$ cat config.mk
export PLATFORM = sky130hd
export DESIGN_NAME = odpin_reg
export DESIGN_NICKNAME = d
export VERILOG_FILES = /design/src/rtl/odpin_pkg.sv /design/src/rtl/odpin_sync.sv /design/src/rtl/odpin_line.sv /design/src/rtl/odpin_reg.sv
export SDC_FILE = /design/constraint.sdc
export NUM_CORES = 1
export LEC_CHECK = 0
export CAP_MARGIN = 15
export CORE_AREA = 5 5 59 61
export DETAILED_ROUTE_END_ITERATION = 6
export DIE_AREA = 0 0 64 66
export DONT_BUFFER_PORTS = 1
export HOLD_SLACK_MARGIN = 0.12
export PLACE_DENSITY_LB_ADDON = 0.15
export SYNTH_ARGS = -nofsm -noshare
export SYNTH_HDL_FRONTEND = slang
export SYNTH_SLANG_ARGS = --single-unit
export TNS_END_PERCENT = 30
$ cat constraint.sdc
create_clock -name clk -period 1.05 [get_ports clk]
set_clock_uncertainty 0.1 [all_clocks]
set_input_delay 0.21 -clock clk [delete_from_list [all_inputs] [get_ports clk]]
set_output_delay 0.21 -clock clk [all_outputs]
set_load 0.02 [all_outputs]
$ cat src/rtl/odpin_pkg.sv
package odpin_pkg;
  localparam int FIELD_STRIDE = 8;
  localparam int OFS_DIR_WE   = 0;
  localparam int OFS_DIR      = 1;
  localparam int OFS_VAL_WE   = 2;
  localparam int OFS_VAL      = 3;
  localparam int OFS_LEVEL    = 4;
  localparam int OFS_PU_DIS   = 5;

  typedef struct packed {
    logic dir_we;
    logic dir;
    logic val_we;
    logic val;
    logic pu_dis;
  } line_cmd_t;

  typedef struct packed {
    logic dir;
    logic val;
    logic pu_dis;
  } line_state_t;
endpackage

$ cat src/rtl/odpin_sync.sv
module odpin_sync #(
  parameter int STAGES    = 2,
  parameter bit RESET_VAL = 1'b1
) (
  input  logic clk,
  input  logic rst,
  input  logic d_i,
  output logic q_o
);
  logic [STAGES-1:0] chain_q;

  always_ff @(posedge clk) begin
    if (rst) chain_q <= {STAGES{RESET_VAL}};
    else     chain_q <= {chain_q[STAGES-2:0], d_i};
  end

  assign q_o = chain_q[STAGES-1];
endmodule

$ cat src/rtl/odpin_line.sv
module odpin_line
  import odpin_pkg::*;
(
  input  logic        clk,
  input  logic        rst,
  input  logic        wr_en,
  input  line_cmd_t   cmd_i,
  output line_state_t state_o
);
  line_state_t state_q;

  always_ff @(posedge clk) begin
    if (rst) begin
      state_q <= '0;
    end else if (wr_en) begin
      if (cmd_i.dir_we) state_q.dir <= cmd_i.dir;
      if (cmd_i.val_we) state_q.val <= cmd_i.val;
      state_q.pu_dis <= cmd_i.pu_dis;
    end
  end

  assign state_o = state_q;
endmodule

$ cat src/rtl/odpin_reg.sv
module odpin_reg
  import odpin_pkg::*;
#(
  parameter int DATA_W      = 32,
  parameter int NUM_LINES   = 2,
  parameter int SYNC_STAGES = 2
) (
  input  logic                 clk,
  input  logic                 rst,
  input  logic                 wr_en,
  input  logic [DATA_W-1:0]    wr_data,
  output logic [DATA_W-1:0]    rd_data,
  input  logic [NUM_LINES-1:0] line_i,
  output logic [NUM_LINES-1:0] line_oe,
  output logic [NUM_LINES-1:0] line_o,
  output logic [NUM_LINES-1:0] line_pu_dis
);
  localparam int USED_W = NUM_LINES * FIELD_STRIDE;

  logic [NUM_LINES-1:0] dir_q, val_q, pu_q, level_s;
  logic [DATA_W-1:0]    rd_next;

  for (genvar k = 0; k < NUM_LINES; k++) begin : g_line
    localparam int BASE = k * FIELD_STRIDE;
    line_cmd_t   cmd;
    line_state_t st;

    assign cmd.dir_we = wr_data[BASE+OFS_DIR_WE];
    assign cmd.dir    = wr_data[BASE+OFS_DIR];
    assign cmd.val_we = wr_data[BASE+OFS_VAL_WE];
    assign cmd.val    = wr_data[BASE+OFS_VAL];
    assign cmd.pu_dis = wr_data[BASE+OFS_PU_DIS];

    odpin_line u_line (
      .clk     (clk),
      .rst     (rst),
      .wr_en   (wr_en),
      .cmd_i   (cmd),
      .state_o (st)
    );

    odpin_sync #(.STAGES(SYNC_STAGES), .RESET_VAL(1'b1)) u_sync (
      .clk (clk),
      .rst (rst),
      .d_i (line_i[k]),
      .q_o (level_s[k])
    );

    assign dir_q[k] = st.dir;
    assign val_q[k] = st.val;
    assign pu_q[k]  = st.pu_dis;
  end

  always_comb begin
    rd_next = '0;
    for (int k = 0; k < NUM_LINES; k++) begin
      rd_next[k*FIELD_STRIDE+OFS_DIR]    = dir_q[k];
      rd_next[k*FIELD_STRIDE+OFS_VAL]    = val_q[k];
      rd_next[k*FIELD_STRIDE+OFS_LEVEL]  = level_s[k];
      rd_next[k*FIELD_STRIDE+OFS_PU_DIS] = pu_q[k];
    end
  end

  always_ff @(posedge clk) begin
    if (rst) rd_data <= '0;
    else     rd_data <= rd_next;
  end

  assign line_oe     = dir_q;
  assign line_o      = '0;
  assign line_pu_dis = pu_q;

  if (USED_W > DATA_W) begin : g_bad_width
    initial $error("odpin_reg: DATA_W too small for NUM_LINES");
  end
endmodule

==> results of run 1 <==
-- through the flow --
stage / instance area (sq um) / setup WS (ns) / utilization (%) / hold slack [ns] / total power (W)
global route: 818.3 / -0.07754 / 27.95 / -0.1664 / 0.001385
CTS: 815.8 / -0.04283 / 27.86 / -0.1546 / 0.001337
floorplan: 923.4 / 0.2615 / - / 0.2071 / 0.0009860
finish: 818.3 / -0.02551 / 27.95 / -0.1376 / 0.001309
detailed placement: 732.0 / 0.2156 / 25.00 / 0.1759 / 0.0008961
global placement: 732.0 / 0.2241 / 25.00 / 0.1754 / 0.0008947
-- per-layer routing --
metal  global-route usage [%]  share of wire [%]  vias up
met5                        0                  0        -
met4                    3.117                1.6        0
met3                    2.891                 16        4
met2                    8.417                 45       32
met1                    5.973                 37      183
li1                         -                  -      198
-- cell type report --
type	count	area [sq um]	share of cell area, %
sequential	18	375.4	45.87
multi-input combinational	54	315.3	38.53
timing repair buffer	5	50.05	6.116
tap	33	41.29	5.046
clock buffer	4	36.28	4.434
-- power by group --
part | total [W] | switching, W | internal (W)
clock network | 0.000412 | 0.000201 | 0.000211
logic | 0.000145 | 0.000102 | 0.0000433
registers | 0.000752 | 0.0000341 | 0.000718
-- cells in the final DEF, fill, tap and decap left out, types with 2 or more instances in the layout --
cell type      count
conb_1            26
dfxtp_2           12
and2b_2            8
dfxtp_1            6
nand3_1            4
a21bo_1            4
a21oi_2            4
or2_1              4
clkbuf_4           3
mux2i_1            2
nor2_1             2
dlygate4sd3_1      2
buf_6              2
-- synthesized netlist by cell type --
cell type / number / area (sq um)
mux2i_1: 2 / 20.02
dfxtp_1: 18 / 360.4
buf_4: 30 / 225.2
conb_1: 1 / 3.750
buf_6: 2 / 22.52
a21oi_2: 4 / 35.03
a21bo_1: 4 / 40.04
or2_1: 4 / 25.02
nor2_1: 2 / 7.510
and2b_2: 8 / 70.07
nand3_1: 4 / 20.02
-- what timing repair did --
item                                    4_1_cts  5_1_grt
buffers inserted                              1        0
pin swaps                                     0        0
resized for setup                            12        2
endpoints found under the setup margin       10        4
endpoints found under the hold margin        18       18
-- flip-flops by register name (all words and copies together) (netlist names) --
signal and flops:
rd_data 8, g_line.u_line.state_o 6, g_line.u_sync.chain_q 4
-- path summary, 6_finish.rpt --
path	from	to	slack (ns)	cells past startpoint
max	g_line[0].u_line.state_o[2]	line_oe[0]	-0.03	1
min	rst	g_line[0].u_line.state_o[2]	-0.14	1
max reg2reg	g_line[1].u_line.state_o[2]	g_line[1].u_line.state_o[2]	0.13	3
min reg2reg	g_line[1].u_sync.chain_q[0]	g_line[1].u_sync.chain_q[1]	0.31	1
-- logic make-up (layout without fill, tap and decap cells) --
group	count (synthesis)	count (layout)
AO/OA/AOI/OAI	8	8
buffers and inverters	32	9
flip-flops	18	18
multiplexers	2	2
other	1	26
AND/OR/NAND/NOR	18	18
==> impl_metrics.json, run 1 <==
{
  "finalNonFillerCells": 114,
  "cp.required_ns": 0.74,
  "synth_compound_area_share_pct": 9.050,
  "port_buffers": 0,
  "first_global_vias": 382,
  "powerDensity_nw_per_um2": 1600,
  "dp_hpwl_um": 937.9,
  "yosysSeqAreaShare_pct": 43.44,
  "routed_wl_mm": 1.213,
  "gr-usage-all-layers_pct": 5.477,
  "cts_buffers": 3,
  "coreArea_sq_um": 2928,
  "grt_remaining_overflow": 0,
  "clock_sinks": 18,
  "timing_hold_violations_final": 10,
  "n_antenna_cell": 0,
  "synth-adder-area-share_pct": 0,
  "grt_pass1_wl_mm": 1.738,
  "drive_above_1_share_pct": 38.27,
  "fp-row-count": 20,
  "cts_tree": "built",
  "synth_top_family_by_area": "buffers and inverters",
  "setup_tns_ns": -0.02653,
  "rsz0062_at_grt": "yes",
  "clkTransAtPathRegs_ns": 0.10,
  "status": "finished, violations left",
  "power_leakage_nw": 0.3741,
  "worst-setup-path-type": "flop to primary output",
  "period_needed_ns": 1.076,
  "drt_iter0_drc": 1,
  "drt_pass1_iterations": 3,
  "path_max_fanout": 3,
  "clockBufferDepth": 2,
  "maxCapViolations": 0,
  "nFillCells": 315,
  "drv_slew": 0,
  "antenna_found_initial": 0,
  "vias_per_cell": 3.658,
  "start_kind": "flop",
  "worstSkewPairLatency_ns": 0.28,
  "dp.cells": 107,
  "start_util_pct": 28.33,
  "crit_path_cell_trace": "buf_6",
  "yosys_register_bits": 18,
  "netlist_instances": 79,
  "crit_family": "flip-flops",
  "crit_slowest_cell": "dfxtp_2",
  "violations": "hold timing, setup timing",
  "grt_max_degree": 19,
  "crit_buf_inv": 1,
  "place_congestion": 0.5572,
  "yosysWarnings": 0,
  "syn_to_final_growth_pct": -1.357,
  "root_buffer": "clkbuf_4",
  "hp-class": "input pin to flop",
  "wire_per_inst_um": 10.64,
  "post-route-period-util_pct": 102.4,
  "holdWs_ns": -0.1376,
  "die_height_um": 66,
  "num_vias": 417,
  "drc": 0,
  "end_kind": "primary output",
  "critPathArrivalTime_ns": 0.77,
  "fin_ws_ns": -0.02551,
  "synth.area.mux_share_pct": 2.413,
  "netlist_area_sq_um": 829.5,
  "critPathMaxStageDelay_ns": 0.36,
  "nets": 119,
  "synthXorXnorAreaFrac_pct": 0,
  "h-tree-depth": 1,
  "die_width_um": 64,
  "ant_nets": 0,
  "synth_cell_types": 11,
  "ir_drop_mv": 0.6130,
  "holdBufCountCts": 2,
  "synth-simple-area-share_pct": 14.78,
  "synth.avg_cell_area_sq_um": 10.50,
  "final-setup-viol-count": 2,
  "max_freq_ghz": 0.9298,
  "io_pins": 75,
  "dieArea_sq_um": 4224
}
Note: power is estimated with default switching activity, not from simulation.
==> run 2: changes to the inputs <==
--- a/config.mk
+++ b/config.mk
@@ -12,6 +12,7 @@
 export DONT_BUFFER_PORTS = 1
 export HOLD_SLACK_MARGIN = 0.12
 export PLACE_DENSITY_LB_ADDON = 0.15
+export RECOVER_POWER = 100
 export SYNTH_ARGS = -nofsm -noshare
 export SYNTH_HDL_FRONTEND = slang
 export SYNTH_SLANG_ARGS = --single-unit
==> run 2 against run 1 <==
The flow still finishes with violations (hold timing, setup timing). Sequential power about the same. Worst setup slack about the same. Non-clock buffer count unchanged. Die area stayed put. Maximum frequency is essentially flat. Clock power hardly changed. Register-to-register slack worse by 0.04 ns. Hold slack is essentially flat. Largest power group unchanged. Combinational power about the same.
==> impl_metrics.json, run 2 (synthesis results as in run 1) <==
{
  "setup_tns_ns": -0.07971,
  "largest_register": "rd_data",
  "hp-class": "input pin to flop",
  "final-setup-viol-count": 4,
  "h-tree-depth": 1,
  "drive_above_1_share_pct": 33.33,
  "clockBufferDepth": 2,
  "largest_reg_flops": 8,
  "dpl_cell_area_sq_um": 732.0,
  "drt_iter0_drc": 1,
  "dp_hpwl_um": 937.9,
  "period_needed_ns": 1.075,
  "io_pins": 75,
  "dieArea_sq_um": 4224,
  "grt_remaining_overflow": 0,
  "drc": 0,
  "max_freq_ghz": 0.9300,
  "first_global_vias": 382,
  "drv_slew": 0,
  "status": "finished, violations left",
  "worstSkewPairLatency_ns": 0.28,
  "cp.required_ns": 0.74,
  "crit_family": "flip-flops",
  "crit_slowest_cell": "dfxtp_2",
  "start_kind": "flop",
  "fin_ws_ns": -0.02528,
  "holdWs_ns": -0.1374,
  "nets": 119,
  "maxCapViolations": 0,
  "power_leakage_nw": 0.3724,
  "multi_input_area_sq_um": 311.5,
  "cts_tree": "built",
  "layout_commonest_cell": "conb_1",
  "nFillCells": 320,
  "drt_pass1_iterations": 3,
  "vias_per_cell": 3.667,
  "worst-setup-path-type": "flop to primary output",
  "grt_max_degree": 19,
  "violations": "hold timing, setup timing",
  "timing_hold_violations_final": 10,
  "crit_path_cell_trace": "buf_6",
  "start_util_pct": 28.33,
  "grt_pass1_wl_mm": 1.738,
  "powerDensity_nw_per_um2": 1612,
  "die_height_um": 66,
  "syn_to_final_growth_pct": -2.262,
  "clock_sinks": 18,
  "coreArea_sq_um": 2928,
  "fp-row-count": 20,
  "die_width_um": 64,
  "final_util_pct": 27.69,
  "post-route-period-util_pct": 102.4,
  "antenna_found_initial": 0,
  "end_kind": "primary output",
  "critPathMaxStageDelay_ns": 0.36,
  "critPathArrivalTime_ns": 0.77,
  "holdBufCountCts": 2,
  "ant_nets": 0,
  "num_vias": 418,
  "path_max_fanout": 3,
  "final_area_sq_um": 810.8,
  "n_antenna_cell": 0,
  "cts_buffers": 3,
  "final_cell_mix": "26 x conb_1, 9 x dfxtp_1, 9 x dfxtp_2",
  "root_buffer": "clkbuf_4",
  "port_buffers": 0,
  "clkTransAtPathRegs_ns": 0.10,
  "gr-usage-all-layers_pct": 5.477,
  "ir_drop_mv": 0.6072,
  "wire_per_inst_um": 10.64,
  "routed_wl_mm": 1.213,
  "power_w": 0.001307,
  "crit_buf_inv": 1,
  "seq_area_sq_um": 371.6,
  "place_congestion": 0.5572,
  "rsz0062_at_grt": "yes"
}
-- run 2: cell types whose count changed in the layout (fill, tap and decap cells not counted), sizes merged --
cell    delta
buf        -1
clkbuf     +1
-- run 2: repair_timing --
action,in CTS,in global routing
endpoints found under the hold margin,18,18
setup buffers,1,0
setup endpoints to repair,10,4
gates resized for setup,12,2
-- run 2: path summary, 6_finish.rpt --
| check | startpoint | end | slack, ns | depth (start not counted) |
|---|---|---|---|---|
| hold reg to reg | g_line[1].u_sync.chain_q[0] | g_line[1].u_sync.chain_q[1] | 0.31 | 1 |
| setup / recovery | g_line[0].u_line.state_o[2] | line_oe[0] | -0.03 | 1 |
| setup reg to reg | g_line[1].u_line.state_o[2] | g_line[1].u_line.state_o[2] | 0.09 | 3 |
| hold / removal | rst | g_line[0].u_line.state_o[2] | -0.14 | 1 |
-- run 2: cell type report --
cell class,instances,share of cell area [%]
Clock buffer,4,4.475
Multi-Input combinational cell,54,38.43
Sequential cell,18,45.83
Tap cell,33,5.093
Timing Repair Buffer,5,6.173
-- run 2: stage by stage --
| stage | worst slack [ns] | cells |
|---|---|---|
| floorplan | 0.2615 | 104 |
| global placement | 0.2241 | 107 |
| detailed placement | 0.2156 | 107 |
| CTS | -0.04283 | 114 |
| global route | -0.07754 | 114 |
| finish | -0.02528 | 114 |
-- run 2: routing by layer --
metal  global-route usage (%)  vias to the layer above  share of wire, %
met5                        0                        -                 0
met4                    3.117                        0               1.6
met3                    2.891                        4                16
met2                    8.417                       32                46
met1                    5.973                      184                37
li1                         -                      198                 -
-- run 2: power breakdown --
part	switching [W]	total, W	internal [W]
clock network	0.000201	0.000412	0.000211
registers	0.0000341	0.000751	0.000716
logic	0.000102	0.000144	0.0000426
total	0.000336	0.00131	0.000970
